$ cat config.mk
export PLATFORM = sky130hd
export DESIGN_NAME = hex_seg_decoder
export DESIGN_NICKNAME = d
export VERILOG_FILES = /design/src/rtl/hex_seg_decoder.sv
export SDC_FILE = /design/constraint.sdc
export NUM_CORES = 1
export LEC_CHECK = 0
export BUFFER_PORTS_ARGS = -buffer_cell sky130_fd_sc_hd__buf_2
export CAP_MARGIN = 15
export CORE_AREA = 5 5 42 44
export DETAILED_ROUTE_END_ITERATION = 12
export DIE_AREA = 0 0 47 49
export GPL_TIMING_DRIVEN = 0
export PLACE_DENSITY = 0.53
export SLEW_MARGIN = 20
export SYNTH_ARGS = -nofsm -noshare
export SYNTH_HDL_FRONTEND = slang
export SYNTH_SLANG_ARGS = --single-unit
$ cat constraint.sdc
create_clock -name vclk -period 4
set_clock_uncertainty 0.05 [all_clocks]
set_input_delay 0.8 -clock vclk [all_inputs]
set_output_delay 0.8 -clock vclk [all_outputs]
set_load 0.01 [all_outputs]
$ cat src/rtl/hex_seg_decoder.sv
module hex_seg_decoder #(
  parameter int SEGS = 7
) (
  input  logic [3:0]      digit,
  input  logic            lamp_test_n,
  input  logic            blank_n,
  input  logic            rb_in_n,
  output logic [SEGS-1:0] seg_n,
  output logic            rb_out_n
);

  localparam logic [SEGS-1:0] ALL_DARK = '1;
  localparam logic [SEGS-1:0] ALL_LIT  = '0;

  logic [SEGS-1:0] glyph;
  logic            is_zero;
  logic            zero_blank;

  always_comb begin
    unique case (digit)
      4'h0: glyph = 7'h3F;
      4'h1: glyph = 7'h06;
      4'h2: glyph = 7'h5B;
      4'h3: glyph = 7'h4F;
      4'h4: glyph = 7'h66;
      4'h5: glyph = 7'h6D;
      4'h6: glyph = 7'h7D;
      4'h7: glyph = 7'h07;
      4'h8: glyph = 7'h7F;
      4'h9: glyph = 7'h6F;
      4'hA: glyph = 7'h77;
      4'hB: glyph = 7'h7C;
      4'hC: glyph = 7'h39;
      4'hD: glyph = 7'h5E;
      4'hE: glyph = 7'h79;
      default: glyph = 7'h71;
    endcase
  end

  assign is_zero    = (digit == 4'h0);
  assign zero_blank = !rb_in_n && is_zero;

  assign seg_n = !blank_n     ? ALL_DARK :
                 !lamp_test_n ? ALL_LIT  :
                 zero_blank   ? ALL_DARK :
                                ~glyph;

  assign rb_out_n = !(zero_blank && lamp_test_n);

endmodule

==> metrics.csv <==
metric,value,unit
status,finished clean,
synthAdderAreaFrac,21.98,%
muxShareOfSynthArea,9.890,%
synth.cell_area,341.6,sq um
p_int,19.05,uW
drc,0,
io_buffer_count,15,
drt-initial-drc-count,7,
wire_per_inst,9.789,um
ir_worst_vdd,0.03305,mV
worstSetupPathType,in -> out,
coreArea,1401,sq um
synthSimpleGateAreaFrac,26.74,%
die_area,2303,sq um
synth.top_cell.area_share,21.98,%
cts_setup_buffers,0,
antenna_found_initial,0,
path_max_fanout,5,
ctsResizeCount,0,
wl,744,um
worstMarginPinSlew,0.3380,ns
critPathArrivalTime,2.06,ns
synth-xor-area-share,0,%
drv_slew,0,
final_nets,75,
fmax,344.1,MHz
slew_headroom,77.27,%
power_density,93.73,nW/um^2
synth_area_leader_cell,ha_1,
syn_inst,45,
gp_congestion,0.6961,
hold_path.class,in -> out,
fin_tns_setup,0,ns
rows,14,
seqCellArea,0,sq um
rsz0062_at_grt,no,
worst_slack,1.094,ns
ys_types,22,
grt_pass1_vias,323,
seqPwrFrac,0,%
period_share,72.66,%
drive_gt1_share,33.33,%
diodes,0,
end_kind,primary output,
placed_area,436.7,sq um
grt_max_degree,11,
grt_pass1_wl,1.283,mm
drtPass1Iterations,4,
finalSetupViolCount,0,
crit_required,3.15,ns
combPwrFrac,100.0,%
syn_to_final_growth,27.84,%
pin_count,15,
route.vias.total,348,
fp.dieH,49,um
design.seq.count,0,
avgViaCountPerCell,4.579,
syn_avg_cell_area,7.591,sq um
synth_area_leaders,"ha_1 22%, inv_1 8.8%, nor4b_4 7.0%, mux4_2 6.6%, o21ai_0 5.9%",
ys_seq_area_share,0,%
layout_commonest_cell,buf_2,
cap_violations,0,
fin_area,436.7,sq um
fp.dieW,47,um
hold_violations,0,
pre_cts_slack,1.079,ns
synth_top_family_by_area,compound AO/OA/AOI/OAI gates,
fillers,171,
n_clock_buffer,0,
clockPowerShare,0,%
ant_nets,0,
cp-start-kind,input pin,
leakage,0.2206,nW
grt_overflow_total,0,
post-dp-hpwl,663.9,um
ctsHoldBuffers,0,
layout_common_cells,"15 x buf_2, 8 x inv_1, 6 x ha_1",
yosysWarnings,0,
synth_compound_area_share,28.21,%
min_period,2.906,ns
p_sw_share,53.45,%
grt.total_usage,6.676,%
switching_power,21.88,uW
synth_nets,58,
initial_core_util,24.38,%
synth_stat cells:
cell type / count
mux4_2: 1
a21oi_1: 1
a32oi_1: 2
and3_1: 2
nor4b_4: 1
nor2_1: 1
nor3b_1: 2
mux2_2: 1
nand3_1: 1
a31oi_1: 1
nand2b_1: 2
nand2_1: 3
ha_1: 6
o31ai_1: 1
inv_1: 8
buf_4: 2
o21ai_0: 4
or2b_1: 1
o211a_1: 1
o21ai_1: 1
a21boi_0: 1
a311oi_1: 2
kinds of logic (layout without fill, tap and decap cells):
| kind of cell | Yosys count | count (layout) |
|---|---|---|
| AOI/OAI and AO/OA | 14 | 14 |
| buffers and inverters | 10 | 25 |
| adders and majority gates | 6 | 6 |
| and+or+nand+nor | 13 | 13 |
| muxes | 2 | 2 |
through the flow:
stage | hold WS, ns | cells | utilization, % | power, mW
after CTS | 1.818 | 76 | 31.16 | 0.04132
after detailed placement | 1.818 | 76 | 31.16 | 0.04119
after floorplan | 1.616 | 45 | - | 0.02620
final | 1.814 | 76 | 31.16 | 0.04093
after global routing | 1.835 | 76 | 31.16 | 0.04618
after global placement | 1.814 | 76 | 31.16 | 0.04155
power by group through the flow:
stage | clock network, mW | logic (mW) | registers [mW]
2_1_floorplan | 0 | 0.0262 | 0
3_3_place_gp | 0 | 0.0415 | 0
3_5_place_dp | 0 | 0.0412 | 0
4_1_cts | 0 | 0.0413 | 0
5_1_grt | 0 | 0.0462 | 0
6_report | 0 | 0.0409 | 0
final timing paths:
| path | start | endpoint | cells past startpoint |
|---|---|---|---|
| hold / removal | lamp_test_n | rb_out_n | 3 |
| setup / recovery | digit[0] | seg_n[3] | 6 |
cell type report:
class,instances,area (sq um),area share (%)
multi-input cells,35,296.5,67.91
repair buffers,15,75.07,17.19
inverters,8,30.03,6.877
well taps,16,20.02,4.585
plain buffers,2,15.01,3.438
critical path, stage by stage:
cell	delay, ns
buf_2	0.12
inv_1	0.09
ha_1	0.33
mux4_2	0.46
o21ai_1	0.12
buf_2	0.14
per-layer routing:
metal	up-vias	part of all wire (%)	GRT usage (%)
met5	-	0	0
met3	0	8.2	0.3690
li1	192	-	-
met4	0	0	0
met2	10	46	11.31
met1	146	46	9.607
Note: power is estimated with default switching activity, not from simulation.
